[src/rtl/mcp_pkg.sv]
package mcp_pkg;

   typedef enum logic [2:0] {
      K_FIN  = 3'd0,
      K_ZERO = 3'd1,
      K_PINF = 3'd2,
      K_NINF = 3'd3,
      K_NAN  = 3'd4
   } fpkind_e;

   typedef enum logic [1:0] {
      ST_IDLE,
      ST_PRE,
      ST_CORE,
      ST_POST
   } seq_state_e;

   localparam logic [1:0] CMD_TAG    = 2'b10;
   localparam logic [4:0] CLASS_STEM = 5'b11011;

   localparam logic [2:0] GRP_TRIG = 3'b000;
   localparam logic [2:0] GRP_ARC  = 3'b001;
   localparam logic [2:0] GRP_MUL  = 3'b101;
   localparam logic [2:0] GRP_DIV  = 3'b110;

endpackage

[src/rtl/mcp_cmd_decode.sv]
module mcp_cmd_decode
   import mcp_pkg::*;
#(
   parameter int REG_W = 5,
   parameter int GRP_W = 3,
   parameter int OP_W  = 3,
   parameter int FN_W  = 9,
   parameter int CMD_W = 32
) (
   input  logic [CMD_W-1:0] cmd,
   output logic             fmt_ok,
   output logic             fn_known,
   output logic             trig_fn,
   output logic             cos_fn,
   output logic             uses_b,
   output logic [REG_W-1:0] rd,
   output logic [REG_W-1:0] rs1,
   output logic [REG_W-1:0] rs2,
   output logic [GRP_W-1:0] grp,
   output logic [OP_W-1:0]  op
);

   localparam int CLS_W   = 6;
   localparam int TAG_W   = 2;
   localparam int PAD_W   = FN_W - GRP_W - OP_W;
   localparam int RS2_LSB = 0;
   localparam int OP_LSB  = RS2_LSB + REG_W;
   localparam int GRP_LSB = OP_LSB + OP_W;
   localparam int PAD_LSB = GRP_LSB + GRP_W;
   localparam int RS1_LSB = OP_LSB + FN_W;
   localparam int CLS_LSB = RS1_LSB + REG_W;
   localparam int RD_LSB  = CLS_LSB + CLS_W;
   localparam int TAG_LSB = RD_LSB + REG_W;

   generate
      if (TAG_LSB + TAG_W != CMD_W) begin : g_bad_layout
         $error("command fields do not fill the command word");
      end
      if (GRP_W != 3 || OP_W != 3 || PAD_W < 1) begin : g_bad_fn
         $error("function table is defined for 3-bit group and operation");
      end
   endgenerate

   logic [TAG_W-1:0] tag;
   logic [CLS_W-1:0] cls;
   logic [PAD_W-1:0] pad;

   assign tag = cmd[TAG_LSB +: TAG_W];
   assign cls = cmd[CLS_LSB +: CLS_W];
   assign pad = cmd[PAD_LSB +: PAD_W];
   assign rd  = cmd[RD_LSB  +: REG_W];
   assign rs1 = cmd[RS1_LSB +: REG_W];
   assign rs2 = cmd[RS2_LSB +: REG_W];
   assign grp = cmd[GRP_LSB +: GRP_W];
   assign op  = cmd[OP_LSB  +: OP_W];

   assign fmt_ok = (tag == CMD_TAG) && (cls[CLS_W-1:1] == CLASS_STEM);

   always_comb begin
      fn_known = 1'b0;
      if (pad == '0) begin
         case (grp)
            GRP_TRIG: fn_known = (op != 3'd3);
            GRP_ARC:  fn_known = (op == 3'd0) || (op == 3'd2);
            default:  fn_known = (op == 3'd0);
         endcase
      end
   end

   assign uses_b  = (grp == GRP_MUL) || (grp == GRP_DIV);
   assign trig_fn = (pad == '0) && (grp == GRP_TRIG) && (op[OP_W-1:1] == '0);
   assign cos_fn  = trig_fn && op[0];

endmodule

[src/rtl/mcp_fp_screen.sv]
module mcp_fp_screen
   import mcp_pkg::*;
#(
   parameter int EXP_W  = 8,
   parameter int FRAC_W = 23
) (
   input  logic [EXP_W+FRAC_W:0] value,
   output fpkind_e               kind
);

   localparam int SIGN_BIT = EXP_W + FRAC_W;

   logic              sgn;
   logic [EXP_W-1:0]  ex;
   logic [FRAC_W-1:0] fr;

   assign sgn = value[SIGN_BIT];
   assign ex  = value[FRAC_W +: EXP_W];
   assign fr  = value[FRAC_W-1:0];

   always_comb begin
      if (ex == '1) begin
         if (fr == '0) kind = sgn ? K_NINF : K_PINF;
         else          kind = K_NAN;
      end else if ((ex == '0) && (fr == '0)) begin
         kind = K_ZERO;
      end else begin
         kind = K_FIN;
      end
   end

endmodule

[src/rtl/mcp_quad_sel.sv]
module mcp_quad_sel #(
   parameter int DATA_W = 32,
   parameter int QUAD_W = 2
) (
   input  logic [QUAD_W-1:0] quad,
   input  logic              cos_fn,
   input  logic [DATA_W-1:0] sin_term,
   input  logic [DATA_W-1:0] cos_term,
   output logic [DATA_W-1:0] res
);

   generate
      if (QUAD_W != 2) begin : g_bad_quad
         $error("quadrant index must be two bits");
      end
   endgenerate

   // cos(Q) uses the sine row one quadrant ahead
   logic [QUAD_W-1:0] idx;
   logic [DATA_W-1:0] mag;

   assign idx = quad + QUAD_W'(cos_fn);
   assign mag = idx[0] ? cos_term : sin_term;
   assign res = {mag[DATA_W-1] ^ idx[1], mag[DATA_W-2:0]};

endmodule

[src/rtl/fpcop_sequencer.sv]
module fpcop_sequencer
   import mcp_pkg::*;
#(
   parameter int DATA_W = 32,
   parameter int EXP_W  = 8,
   parameter int FRAC_W = 23,
   parameter int REG_W  = 5,
   parameter int GRP_W  = 3,
   parameter int OP_W   = 3,
   parameter int QUAD_W = 2
) (
   input  logic              clk,
   input  logic              rst_n,
   input  logic              cmd_valid,
   input  logic [31:0]       cmd_word,
   output logic [REG_W-1:0]  src_a_idx,
   output logic [REG_W-1:0]  src_b_idx,
   input  logic [DATA_W-1:0] src_a,
   input  logic [DATA_W-1:0] src_b,
   output logic              busy,
   output logic              res_valid,
   output logic [REG_W-1:0]  res_reg,
   output logic [DATA_W-1:0] res_data,
   output logic [GRP_W-1:0]  stg_grp,
   output logic [OP_W-1:0]   stg_op,
   output logic [DATA_W-1:0] stg_a,
   output logic [DATA_W-1:0] stg_b,
   output logic [2:0]        pre_kind_a,
   output logic [2:0]        pre_kind_b,
   output logic              pre_go,
   input  logic              pre_done,
   input  logic [QUAD_W-1:0] pre_quad,
   output logic              core_go,
   input  logic              core_done,
   input  logic [DATA_W-1:0] core_sin,
   input  logic [DATA_W-1:0] core_cos,
   output logic              post_go,
   input  logic              post_done,
   input  logic [DATA_W-1:0] post_data
);

   localparam int NUM_OPND = 2;
   localparam int MAG_W    = DATA_W - 1;
   localparam logic [DATA_W-1:0] QNAN =
      {1'b0, {EXP_W{1'b1}}, 1'b1, {(FRAC_W-1){1'b0}}};

   generate
      if (DATA_W != 1 + EXP_W + FRAC_W) begin : g_bad_fmt
         $error("DATA_W must equal sign + exponent + fraction");
      end
   endgenerate

   // decode
   logic             dec_fmt_ok, dec_known, dec_trig, dec_cos, dec_uses_b;
   logic [REG_W-1:0] dec_rd;
   logic [GRP_W-1:0] dec_grp;
   logic [OP_W-1:0]  dec_op;

   mcp_cmd_decode #(
      .REG_W (REG_W),
      .GRP_W (GRP_W),
      .OP_W  (OP_W),
      .FN_W  (9),
      .CMD_W (32)
   ) u_decode (
      .cmd      (cmd_word),
      .fmt_ok   (dec_fmt_ok),
      .fn_known (dec_known),
      .trig_fn  (dec_trig),
      .cos_fn   (dec_cos),
      .uses_b   (dec_uses_b),
      .rd       (dec_rd),
      .rs1      (src_a_idx),
      .rs2      (src_b_idx),
      .grp      (dec_grp),
      .op       (dec_op)
   );

   // operand screening
   logic [DATA_W-1:0] opnd_in [NUM_OPND];
   fpkind_e           kind_in [NUM_OPND];

   assign opnd_in[0] = src_a;
   assign opnd_in[1] = src_b;

   for (genvar gi = 0; gi < NUM_OPND; gi++) begin : g_screen
      mcp_fp_screen #(
         .EXP_W  (EXP_W),
         .FRAC_W (FRAC_W)
      ) u_screen (
         .value (opnd_in[gi]),
         .kind  (kind_in[gi])
      );
   end

   logic nan_hit;
   logic accept;

   assign nan_hit = (kind_in[0] == K_NAN) || (dec_uses_b && (kind_in[1] == K_NAN));

   // sequencer state and latched command
   seq_state_e        st;
   logic [REG_W-1:0]  rd_q;
   logic [GRP_W-1:0]  grp_q;
   logic [OP_W-1:0]   op_q;
   logic [DATA_W-1:0] a_q, b_q;
   fpkind_e           kind_a_q, kind_b_q;
   logic              trig_q, cos_q;
   logic [QUAD_W-1:0] quad_q;
   logic [DATA_W-1:0] sin_t_q, cos_t_q;
   logic [DATA_W-1:0] trig_res;

   assign accept = cmd_valid && (st == ST_IDLE) && dec_fmt_ok;

   mcp_quad_sel #(
      .DATA_W (DATA_W),
      .QUAD_W (QUAD_W)
   ) u_quad (
      .quad     (quad_q),
      .cos_fn   (cos_q),
      .sin_term (sin_t_q),
      .cos_term (cos_t_q),
      .res      (trig_res)
   );

   always_ff @(posedge clk or negedge rst_n) begin
      if (!rst_n) begin
         st        <= ST_IDLE;
         pre_go    <= 1'b0;
         core_go   <= 1'b0;
         post_go   <= 1'b0;
         res_valid <= 1'b0;
         res_reg   <= '0;
         res_data  <= '0;
      end else begin
         pre_go    <= 1'b0;
         core_go   <= 1'b0;
         post_go   <= 1'b0;
         res_valid <= 1'b0;
         case (st)
            ST_IDLE: begin
               if (accept) begin
                  if (nan_hit || !dec_known) begin
                     res_valid <= 1'b1;
                     res_reg   <= dec_rd;
                     res_data  <= QNAN;
                  end else begin
                     st     <= ST_PRE;
                     pre_go <= 1'b1;
                  end
               end
            end
            ST_PRE: begin
               if (pre_done && !pre_go) begin
                  st      <= ST_CORE;
                  core_go <= 1'b1;
               end
            end
            ST_CORE: begin
               if (core_done && !core_go) begin
                  st      <= ST_POST;
                  post_go <= 1'b1;
               end
            end
            ST_POST: begin
               if (post_done && !post_go) begin
                  st        <= ST_IDLE;
                  res_valid <= 1'b1;
                  res_reg   <= rd_q;
                  res_data  <= trig_q ? trig_res : post_data;
               end
            end
            default: st <= ST_IDLE;
         endcase
      end
   end

   always_ff @(posedge clk or negedge rst_n) begin
      if (!rst_n) begin
         rd_q     <= '0;
         grp_q    <= '0;
         op_q     <= '0;
         a_q      <= '0;
         b_q      <= '0;
         kind_a_q <= K_FIN;
         kind_b_q <= K_FIN;
         trig_q   <= 1'b0;
         cos_q    <= 1'b0;
         quad_q   <= '0;
         sin_t_q  <= '0;
         cos_t_q  <= '0;
      end else begin
         if (accept) begin
            rd_q     <= dec_rd;
            grp_q    <= dec_grp;
            op_q     <= dec_op;
            a_q      <= src_a;
            b_q      <= src_b;
            kind_a_q <= kind_in[0];
            kind_b_q <= kind_in[1];
            trig_q   <= dec_trig;
            cos_q    <= dec_cos;
         end
         if ((st == ST_PRE) && pre_done && !pre_go) begin
            quad_q <= pre_quad;
         end
         if ((st == ST_CORE) && core_done && !core_go) begin
            sin_t_q <= core_sin;
            cos_t_q <= core_cos;
         end
      end
   end

   assign busy       = (st != ST_IDLE);
   assign stg_grp    = grp_q;
   assign stg_op     = op_q;
   assign stg_a      = a_q;
   assign stg_b      = b_q;
   assign pre_kind_a = kind_a_q;
   assign pre_kind_b = kind_b_q;


   go_onehot_chk: assert property (@(posedge clk) disable iff (!rst_n)
      $onehot0({pre_go, core_go, post_go, res_valid}));


   pre_go_pulse_chk: assert property (@(posedge clk) disable iff (!rst_n)
      pre_go |=> !pre_go);


   res_pulse_chk: assert property (@(posedge clk) disable iff (!rst_n)
      res_valid |=> !res_valid);


   go_busy_chk: assert property (@(posedge clk) disable iff (!rst_n)
      (pre_go || core_go || post_go) |-> busy);


   fast_nan_chk: assert property (@(posedge clk) disable iff (!rst_n)
      (res_valid && !$past(busy)) |-> (res_data == QNAN));


   accept_idle_chk: assert property (@(posedge clk) disable iff (!rst_n)
      pre_go |-> !$past(busy));


   trig_mag_chk: assert property (@(posedge clk) disable iff (!rst_n)
      (res_valid && $past(busy) && trig_q) |->
         ((res_data[MAG_W-1:0] == sin_t_q[MAG_W-1:0]) ||
          (res_data[MAG_W-1:0] == cos_t_q[MAG_W-1:0])));

endmodule

[config.mk]
export PLATFORM = sky130hd
export DESIGN_NAME = fpcop_sequencer
export DESIGN_NICKNAME = d
export VERILOG_FILES = /design/src/rtl/mcp_pkg.sv /design/src/rtl/mcp_cmd_decode.sv /design/src/rtl/mcp_fp_screen.sv /design/src/rtl/mcp_quad_sel.sv /design/src/rtl/fpcop_sequencer.sv
export SDC_FILE = /design/constraint.sdc
export NUM_CORES = 1
export LEC_CHECK = 0
export CAP_MARGIN = 20
export CORE_MARGIN = 4
export CORE_UTILIZATION = 30
export DETAILED_ROUTE_END_ITERATION = 6
export PLACE_DENSITY_LB_ADDON = 0.12
export SLEW_MARGIN = 25
export SYNTH_ARGS = -nofsm -noshare
export SYNTH_HDL_FRONTEND = slang
export SYNTH_SLANG_ARGS = --single-unit
[constraint.sdc]
create_clock -name clk -period 2.89 [get_ports clk]
set_input_delay 0.578 -clock clk [delete_from_list [all_inputs] [get_ports clk]]
set_output_delay 0.578 -clock clk [all_outputs]
set_load 0.005 [all_outputs]
## Word-level counts from Yosys, hierarchy flattened

Index checks and enable logic that the tools add are counted.

- Order comparisons: 0
- Bitwise operators: 1
- Multipliers: 0
- Add/subtract/negate cells: 1
- Eq/ne operators: 20
- Mux-type cells: 37
- Reduce and logical (&&, ||, !) cells: 37
- Divide/modulo/power cells: 0
- Shift operators: 0

Operator list:

| cell | number |
|---|---|
| $mux W32 | 5 |
| $pmux W32 S2 | 1 |
| $logic_not A23 Y1 | 2 |
| $eq A8 B8 Y1 const B | 2 |
| $logic_and A1 B1 Y1 | 16 |
| $logic_not A8 Y1 | 2 |
| $mux W1 | 15 |
| $mux W5 | 3 |
| $eq A3 B3 Y1 const B | 4 |
| $mux W3 | 4 |
| $mux W2 | 5 |
| $ne A2 B2 Y1 const B | 5 |
| $pmux W5 S2 | 1 |
| $logic_not A3 Y1 | 3 |
| $pmux W2 S4 | 1 |
| $eq A2 B2 Y1 const B | 3 |
| $eq A5 B5 Y1 const B | 1 |
| $reduce_and A5 Y1 | 1 |
| $logic_not A1 Y1 | 4 |
| $logic_not A2 Y1 | 2 |
| $logic_or A1 B1 Y1 | 4 |
| $pmux W1 S2 | 2 |
| $reduce_and A4 Y1 | 1 |
| $reduce_bool A2 Y1 | 2 |
| 7 further kinds | 7 |

- Bits in latches: 0
- Flip-flop bits (word level): 192
- Memories: 0
- Bits in read-only memories: 0
- Logic and storage cells: 115
- Memory bits (writable): 0

## Logic depth before layout (Yosys ltp)

Gate-level depths: netlist of run 1.

- Depth in word-level cells: 11
- Depth in mapped cells: 8
- Gate-level depth less buffers: 6

## Hierarchy

From an unflattened synthesis of run 1, not the netlist that was laid out.

- Cell total of the unflattened synthesis: 754
- Area total of the unflattened synthesis: 8992.4 um^2

By module, submodules not included:

| module | instances | cells each | area each (um^2) | sequential area each (um^2) |
|---|---|---|---|---|
| fpcop_sequencer | 1 | 642 | 7922.6 | 4804.6 |
| mcp_quad_sel | 1 | 39 | 573.0 | 0.0 |
| mcp_cmd_decode | 1 | 35 | 259.0 | 0.0 |
| mcp_fp_screen | 2 | 19 | 118.9 | 0.0 |

## Worst setup path after synthesis of run 1

OpenSTA, ideal clock, no wires.

- Path kind: input port to flip-flop
- From: input port src_b[29]
- To: register res_data[0]
- Path slack: 594 ps
- Data arrival time: 2171 ps
- Buffers on the path: 1
- Stages on the path: 6
- Cell sequence: nand4_1 nor2_1 o2111ai_2 a311oi_4 buf_6 mux2_4

- Longest elaborated chain between the ends: 10
- Elaborated cells between the ends (all ways): 11

RTL lines:

| element | RTL line | source |
|---|---|---|
| start: declaration | fpcop_sequencer.sv:19 | `input logic [DATA_W-1:0] src_b,` |
| $logic_not A8 Y1 | mcp_fp_screen.sv:25 | `end else if ((ex == '0) && (fr == '0)) begin` |
| $logic_and A1 B1 Y1 | mcp_fp_screen.sv:25 |  |
| $mux W1 | mcp_fp_screen.sv:25 |  |
| $mux W3 * | mcp_fp_screen.sv:22 | `if (ex == '1) begin` |
| $eq A3 B3 Y1 * | fpcop_sequencer.sv:99 | `assign nan_hit = (kind_in[0] == K_NAN) \|\| (dec_uses_b && (kind_in[1] == K_NAN));` |
| $logic_and A1 B1 Y1 * | fpcop_sequencer.sv:99 |  |
| $logic_or A1 B1 Y1 * | fpcop_sequencer.sv:99 |  |
| $logic_or A1 B1 Y1 * | fpcop_sequencer.sv:143 | `if (nan_hit \|\| !dec_known) begin` |
| $ne A2 B1 Y1 (no line) * | n/a |  |
| $reduce_and A4 Y1 (no line) * | n/a |  |
| end signal: assignment | fpcop_sequencer.sv:170 | `res_data <= trig_q ? trig_res : post_data;` |
| end: declaration | fpcop_sequencer.sv:23 | `output logic [DATA_W-1:0] res_data,` |

Mark *: on every way between the ends. The rest lies on a longest branch, timed or not.
A chain may end at the register's enable or synchronous reset.

## Final worst setup path of run 1

- From: input port src_a[24]
- To: register res_reg[1]

- Longest elaborated chain between the ends: 9
- Elaborated cells between the ends (all ways): 10

RTL lines:

| element | RTL line | source |
|---|---|---|
| start: declaration | fpcop_sequencer.sv:18 | `input logic [DATA_W-1:0] src_a,` |
| $logic_not A8 Y1 | mcp_fp_screen.sv:25 |  |
| $logic_and A1 B1 Y1 | mcp_fp_screen.sv:25 |  |
| $mux W1 | mcp_fp_screen.sv:25 |  |
| $mux W3 * | mcp_fp_screen.sv:22 |  |
| $eq A3 B3 Y1 * | fpcop_sequencer.sv:99 |  |
| $logic_or A1 B1 Y1 * | fpcop_sequencer.sv:99 |  |
| $logic_or A1 B1 Y1 * | fpcop_sequencer.sv:143 |  |
| $ne A2 B1 Y1 (no line) * | n/a |  |
| $reduce_and A4 Y1 (no line) * | n/a |  |
| end signal: assignment | fpcop_sequencer.sv:145 | `res_reg <= dec_rd;` |
| end signal: assignment | fpcop_sequencer.sv:169 | `res_reg <= rd_q;` |
| end: declaration | fpcop_sequencer.sv:22 | `output logic [REG_W-1:0] res_reg,` |

Marked as above.

==> run_summary.xml, run 1 <==
<?xml version="1.0" encoding="UTF-8"?>
<metrics>
  <group name="detailed_routing">
    <metric name="first_pass_iters" unit="">4</metric>
    <metric name="detail_route.wl_per_cell" unit="um">17.2</metric>
    <metric name="drt_iter0_markers" unit="">303</metric>
    <metric name="vias" unit="">6551</metric>
    <metric name="remaining_drc_errors" unit="">0</metric>
    <metric name="antenna_left" unit="">0</metric>
    <metric name="route.final.wire_length" unit="mm">25.1</metric>
    <metric name="via_per_inst" unit="">4.48</metric>
  </group>
  <group name="global_routing">
    <metric name="first_pass_grt_wire_length" unit="mm">39.0</metric>
    <metric name="pin_count_of_the_biggest_net_entering_global_routing" unit="">71</metric>
    <metric name="grt_pass1_vias" unit="">6898</metric>
    <metric name="aggregate_global_routing_overflow" unit="">0</metric>
    <metric name="grtUsageTotal" unit="">0.159</metric>
    <metric name="number_of_antenna_violations_at_the_first_check_in_global_routing" unit="">0</metric>
  </group>
  <group name="final_layout">
    <metric name="post_route_cells_drive_above_1_share" unit="">0.191</metric>
    <metric name="area_grow_syn2layout" unit="%">50.9</metric>
    <metric name="sequential_cell_area" unit="um2">4800</metric>
    <metric name="finish.net_count" unit="">1277</metric>
    <metric name="finish.instance_area" unit="um2">12800</metric>
    <metric name="multi_input_comb_area" unit="um2">3440</metric>
    <metric name="final.fill_count" unit="">2629</metric>
  </group>
  <group name="critical_path">
    <metric name="worst-setup-path-type" unit="">in -&gt; reg</metric>
    <metric name="critPathArrivalTime" unit="ps">2830</metric>
    <metric name="worst_r2r_endpoint" unit="">res_reg[1]</metric>
    <metric name="timing.critical_path.from" unit="">src_a[24]</metric>
    <metric name="timing.critical_path.max_delay_family" unit="">buffers and inverters</metric>
    <metric name="maximum_single_stage_delay_on_the_critical_path" unit="ps">510</metric>
    <metric name="cp_cell_sequence" unit="">clkdlybuf4s50_1 &gt; nand4_1 &gt; nor2_1 &gt; o21ai_1 &gt; buf_4 &gt; and3_4 &gt; a311oi_4 &gt; buf_12 &gt; mux2_2</metric>
    <metric name="path_depth" unit="">9</metric>
    <metric name="crit_fanout" unit="">21</metric>
    <metric name="reg2reg_from" unit="">st[0]</metric>
    <metric name="worst_reg2reg_path_length_in_cells" unit="">7</metric>
    <metric name="cp_slowest_cell" unit="">clkdlybuf4s50_1</metric>
    <metric name="cp.buffers_inverters" unit="">3</metric>
    <metric name="timing.critical_path.to_type" unit="">flop</metric>
    <metric name="worst_setup_path_start_kind" unit="">input pin</metric>
    <metric name="ff2ff_setup_slack" unit="ps">690</metric>
    <metric name="cp_data_required_time" unit="ps">3200</metric>
  </group>
  <group name="synth">
    <metric name="syn_avg_cell_area" unit="um2">11.4</metric>
    <metric name="yosys_register_bits" unit="">192</metric>
    <metric name="synth.cell_area" unit="um2">8510</metric>
    <metric name="async_flop_share" unit="">1.00</metric>
    <metric name="synth_flop_cell" unit="">dfrtp_1</metric>
    <metric name="synth_seq_area_share" unit="">0.565</metric>
    <metric name="number_of_flops_mapped_to_enable_cells_by_yosys" unit="">0</metric>
    <metric name="ys.warnings.count" unit="">0</metric>
    <metric name="synth.distinct_cells" unit="">36</metric>
    <metric name="synth.net_count" unit="">954</metric>
    <metric name="synthCells" unit="">748</metric>
  </group>
  <group name="sta">
    <metric name="unrepaired_setup_endpoints_after_global_routing" unit="">no</metric>
    <metric name="tightestPinTransition" unit="ps">654</metric>
    <metric name="final-setup-viol-count" unit="">0</metric>
    <metric name="worst_clock_skew" unit="ps">16.6</metric>
    <metric name="timing.final.crit_share" unit="">0.874</metric>
    <metric name="setup_slack" unit="ps">363</metric>
    <metric name="max_freq" unit="MHz">396</metric>
    <metric name="layout_min_cycle_time" unit="ps">2530</metric>
    <metric name="finalHoldViolCount" unit="">0</metric>
    <metric name="max_slew_margin" unit="">0.564</metric>
    <metric name="drv_slew" unit="">0</metric>
  </group>
  <group name="floorplanning">
    <metric name="die_w" unit="um">176</metric>
    <metric name="die-height" unit="um">176</metric>
    <metric name="floorplan.core_area" unit="um2">27900</metric>
    <metric name="initial_util" unit="">0.305</metric>
    <metric name="die_area" unit="um2">31100</metric>
    <metric name="io_pins" unit="">328</metric>
    <metric name="core.rowCount" unit="">61</metric>
  </group>
  <group name="clocking">
    <metric name="clk_transition_reported_paths" unit="ps">80</metric>
    <metric name="cts_root_buf" unit="">clkbuf_16</metric>
    <metric name="cts.repair.resized" unit="">0</metric>
    <metric name="tritoncts_clock_tree" unit="">yes</metric>
    <metric name="clock_tree.buffer_depth" unit="">2</metric>
    <metric name="level_count_of_the_clock_h_tree" unit="">4</metric>
    <metric name="clk_latency" unit="ps">430</metric>
    <metric name="cts_sinks" unit="">192</metric>
    <metric name="post-cts-setup-buffer-count" unit="">0</metric>
    <metric name="cts_buffer_count" unit="">17</metric>
    <metric name="cts-hold-fix-buffers" unit="">0</metric>
  </group>
  <group name="placement">
    <metric name="input_output_buffers" unit="">306</metric>
    <metric name="pre_cts_ws" unit="ps">-94.9</metric>
    <metric name="total_cell_area_at_the_placement_stage" unit="um2">12300</metric>
    <metric name="gp_congestion" unit="">0.738</metric>
    <metric name="hpwl" unit="mm">18.3</metric>
  </group>
  <group name="run">
    <metric name="drv.max_cap_violation_count" unit="">0</metric>
  </group>
  <group name="power">
    <metric name="power_leakage" unit="nW">5.96</metric>
    <metric name="vdd.ir_drop.worst" unit="V">0.000360</metric>
    <metric name="pwr_density_cell" unit="nW/um2">767</metric>
  </group>
  <group name="status">
    <metric name="outcome" unit="">finished, final reports clean</metric>
  </group>
  <group name="worst_hold_path">
    <metric name="holdCritPathClass" unit="">in -&gt; async</metric>
  </group>
</metrics>
[placed cells by master, fill, tap and decap left out, types with 5 or more instances in the layout]
cell,Yosys,routed
nor4_1,14,14
clkinv_4,0,5
buf_4,10,40
a21oi_1,32,32
nand2_1,205,205
dfrtp_1,192,192
o21ai_0,29,29
mux2_4,30,30
clkdlybuf4s50_1,0,305
ha_1,6,5
buf_12,0,9
nand4_1,8,8
nor2_1,16,16
mux2_2,90,90
inv_1,6,5
nor3_1,5,5
mux2i_1,33,33
clkbuf_16,0,17
[power by group]
| part | total (mW) | leakage, nW | internal (mW) | switching [mW] |
|---|---|---|---|---|
| registers | 3.80 | 2.51 | 3.43 | 0.376 |
| logic | 3.76 | 3.18 | 2.10 | 1.67 |
| clock network | 2.28 | 0.273 | 1.14 | 1.14 |
| total | 9.85 | 5.96 | 6.66 | 3.18 |
[per-layer routing]
layer | up-vias | GRT usage | share of wire
met3 | 6 | 0.0704 | 0.10
met4 | 0 | 0.0280 | 0.0049
li1 | 3190 | - | -
met5 | - | 0 | 0
met2 | 213 | 0.251 | 0.45
met1 | 3142 | 0.207 | 0.44
[cells by family after synthesis]
group                      share of synthesized area
muxes                                          0.211
xor gates and xnor gates                     0.00309
adders and majority gates                    0.00882
buffers and inverters                         0.0322
and+or+nand+nor                                0.128
AOI/OAI and AO/OA                             0.0519
DFF                                            0.565
[cell type report]
| cell class | instances | area share |
|---|---|---|
| inverter | 6 | 0.00175 |
| sequential | 192 | 0.374 |
| clock inverter | 13 | 0.00936 |
| timing repair buffer | 355 | 0.276 |
| antenna | 1 | 0.000195 |
| tap | 378 | 0.0368 |
| multi-input combinational | 499 | 0.268 |
| clock buffer | 18 | 0.0334 |
[cells in the mapped netlist, drive strengths merged (4+ instances only)]
master / n / share of area
nand2b: 4 / 0.0029
nor2: 16 / 0.0071
a21oi: 32 / 0.019
mux2i: 33 / 0.039
dfrtp: 192 / 0.56
buf: 24 / 0.018
nor3: 5 / 0.0029
nand2: 205 / 0.090
ha: 6 / 0.0088
inv: 6 / 0.0026
nand4: 8 / 0.0059
mux2: 120 / 0.17
clkbuf: 27 / 0.012
o21ai: 30 / 0.018
nor4: 14 / 0.010
[metrics by stage]
stage          cells  TNS [ps]  hold slack (ps)   util  total power, mW
4_1_cts         1461         0              192  0.461             10.0
5_1_grt         1461         0              202  0.461             10.5
2_1_floorplan    748         0              282      -             6.03
3_5_place_dp    1430     -2690              461  0.441             7.69
6_report        1462         0              175  0.461             9.85
3_3_place_gp    1430      -928              457  0.441             7.64
[worst max path at each step]
stage	slack, ps	to
floorplan	590	res_data[0]
global placement	-40	res_data[9]
detailed placement	-90	res_data[4]
CTS	360	res_data[4]
global route	320	res_reg[0]
finish	360	res_reg[1]
No activity file was read; power rests on OpenSTA's default activity.
==> inputs of run 2 (changes only) <==
- CORE_UTILIZATION: 30 -> 40
- clock period: 2.89 -> 3 ns (I/O delays scaled with it)
==> run_summary.xml, run 2 (synthesis results as in run 1) <==
<?xml version="1.0" encoding="UTF-8"?>
<metrics>
  <group name="floorplanning">
    <metric name="core.rowCount" unit="">53</metric>
    <metric name="initial_util" unit="">0.406</metric>
    <metric name="floorplan.core_area" unit="um2">21000</metric>
    <metric name="io_pins" unit="">328</metric>
    <metric name="die_area" unit="um2">23700</metric>
    <metric name="die-height" unit="um">154</metric>
    <metric name="die_w" unit="um">154</metric>
  </group>
  <group name="sta">
    <metric name="unrepaired_setup_endpoints_after_global_routing" unit="">no</metric>
    <metric name="worst_clock_skew" unit="ps">13.6</metric>
    <metric name="finalHoldViolCount" unit="">0</metric>
    <metric name="timing.final.crit_share" unit="">0.852</metric>
    <metric name="layout_min_cycle_time" unit="ps">2560</metric>
    <metric name="final-setup-viol-count" unit="">0</metric>
    <metric name="max_freq" unit="MHz">391</metric>
    <metric name="max_slew_margin" unit="">0.629</metric>
    <metric name="drv_slew" unit="">0</metric>
    <metric name="totalNegativeSetupSlack" unit="ps">0</metric>
    <metric name="tightestPinTransition" unit="ps">556</metric>
  </group>
  <group name="power">
    <metric name="internal_power" unit="mW">6.42</metric>
    <metric name="netSwitchingFraction" unit="">0.318</metric>
    <metric name="power.share.combinational" unit="">0.377</metric>
    <metric name="vdd.ir_drop.worst" unit="V">0.000373</metric>
    <metric name="pwr-share-seq" unit="">0.389</metric>
    <metric name="share_clk_of_total_power" unit="">0.233</metric>
    <metric name="p_sw" unit="mW">3.00</metric>
    <metric name="power_leakage" unit="nW">5.82</metric>
    <metric name="pwr_density_cell" unit="nW/um2">756</metric>
  </group>
  <group name="final_layout">
    <metric name="post-route-util" unit="">0.595</metric>
    <metric name="final.fill_count" unit="">1828</metric>
    <metric name="mostFrequentLayoutCell" unit="">clkdlybuf4s50_1</metric>
    <metric name="area_grow_syn2layout" unit="%">46.6</metric>
    <metric name="num_antenna_cells" unit="">0</metric>
    <metric name="post_route_cells_drive_above_1_share" unit="">0.170</metric>
    <metric name="layout_common_cells" unit="">305 x clkdlybuf4s50_1, 205 x nand2_1, 192 x dfrtp_1</metric>
    <metric name="finish.net_count" unit="">1249</metric>
  </group>
  <group name="critical_path">
    <metric name="timing.critical_path.from" unit="">src_a[10]</metric>
    <metric name="worst_reg2reg_path_length_in_cells" unit="">7</metric>
    <metric name="critPathArrivalTime" unit="ps">2860</metric>
    <metric name="cp_data_required_time" unit="ps">3310</metric>
    <metric name="crit_fanout" unit="">18</metric>
    <metric name="worst_setup_path_start_kind" unit="">input pin</metric>
    <metric name="worst-setup-path-type" unit="">in -&gt; reg</metric>
    <metric name="reg2reg_from" unit="">st[0]</metric>
    <metric name="timing.critical_path.to_type" unit="">flop</metric>
  </group>
  <group name="detailed_routing">
    <metric name="vias" unit="">6474</metric>
    <metric name="route.final.wire_length" unit="mm">23.2</metric>
    <metric name="first_pass_iters" unit="">4</metric>
    <metric name="remaining_drc_errors" unit="">0</metric>
    <metric name="antenna_left" unit="">0</metric>
    <metric name="detail_route.wl_per_cell" unit="um">17.4</metric>
    <metric name="drt_iter0_markers" unit="">306</metric>
    <metric name="via_per_inst" unit="">4.86</metric>
  </group>
  <group name="run">
    <metric name="drv.max_cap_violation_count" unit="">0</metric>
  </group>
  <group name="clocking">
    <metric name="level_count_of_the_clock_h_tree" unit="">4</metric>
    <metric name="tritoncts_clock_tree" unit="">yes</metric>
    <metric name="cts-hold-fix-buffers" unit="">0</metric>
    <metric name="cts_root_buf" unit="">clkbuf_16</metric>
    <metric name="cts_sinks" unit="">192</metric>
    <metric name="post-cts-setup-buffer-count" unit="">0</metric>
    <metric name="cts_buffer_count" unit="">17</metric>
    <metric name="clk_latency" unit="ps">430</metric>
    <metric name="clk_transition_reported_paths" unit="ps">70</metric>
    <metric name="clock_tree.buffer_depth" unit="">2</metric>
    <metric name="cts.repair.resized" unit="">0</metric>
  </group>
  <group name="placement">
    <metric name="input_output_buffers" unit="">306</metric>
    <metric name="hpwl" unit="mm">17.0</metric>
    <metric name="gp_congestion" unit="">0.807</metric>
  </group>
  <group name="status">
    <metric name="outcome" unit="">finished, final reports clean</metric>
  </group>
  <group name="global_routing">
    <metric name="aggregate_global_routing_overflow" unit="">0</metric>
    <metric name="pin_count_of_the_biggest_net_entering_global_routing" unit="">66</metric>
    <metric name="grt_pass1_vias" unit="">6716</metric>
    <metric name="grtUsageTotal" unit="">0.194</metric>
    <metric name="first_pass_grt_wire_length" unit="mm">36.7</metric>
    <metric name="number_of_antenna_violations_at_the_first_check_in_global_routing" unit="">0</metric>
  </group>
  <group name="worst_hold_path">
    <metric name="holdCritPathClass" unit="">in -&gt; async</metric>
  </group>
</metrics>
run 2: area by class of cell:
| cell class | count | area, um2 | share of cell area |
|---|---|---|---|
| clock buffer | 20 | 457 | 0.0366 |
| clock inverter | 12 | 120 | 0.00963 |
| inverter | 6 | 22.5 | 0.00181 |
| multi-input combinational | 499 | 3440 | 0.276 |
| sequential | 192 | 4800 | 0.385 |
| tap | 275 | 344 | 0.0276 |
| timing repair buffer | 327 | 3290 | 0.264 |
run 2: worst paths after layout:
check / to / slack, ps
min in group clk: sin_t_q[30] / 470
max in group asynchronous: rd_q[3] / 2070
worst min register to register: sin_t_q[30] / 470
worst min-delay path: res_data[23] / 150
worst max-delay path: res_data[2] / 440
worst max register to register: res_reg[0] / 860
run 2: power by group through the flow:
| stage | Clock [mW] | Sequential [mW] | Combinational [mW] |
|---|---|---|---|
| after floorplan | 0 | 3.67 | 2.14 |
| after global placement | 0 | 3.70 | 3.56 |
| after detailed placement | 0 | 3.71 | 3.62 |
| after CTS | 2.28 | 3.67 | 3.63 |
| after global routing | 2.38 | 3.76 | 3.88 |
| final | 2.20 | 3.67 | 3.56 |
run 2: routing by layer:
layer  up-vias  wire (um)  part of all wire  GRT usage
li1       3128          -                 -          -
met1      3098      10100              0.44      0.259
met2       219      10700              0.46      0.302
met3        29       1940             0.084     0.0695
met4         0        405             0.017     0.0534
met5         -          0                 0          0
run 2: worst max-delay path: stages:
cell             delay, ps
clkdlybuf4s50_1        410
nor4_1                 430
nand4_1                270
o21ai_1                270
and3_4                 230
a311oi_4               130
buf_12                 210
mux2_4                 310
run 2: metrics by stage:
step / hold WS, ps / total power [mW] / instances / instance area [um2] / setup WS [ps]
5_1_grt: 181 / 10.0 / 1331 / 12500 / 323
2_1_floorplan: 304 / 5.81 / 748 / 8510 / 682
4_1_cts: 166 / 9.58 / 1331 / 12500 / 425
3_3_place_gp: 457 / 7.26 / 1299 / 11900 / -21.7
3_5_place_dp: 461 / 7.33 / 1299 / 11900 / -29.3
6_report: 145 / 9.43 / 1331 / 12500 / 443
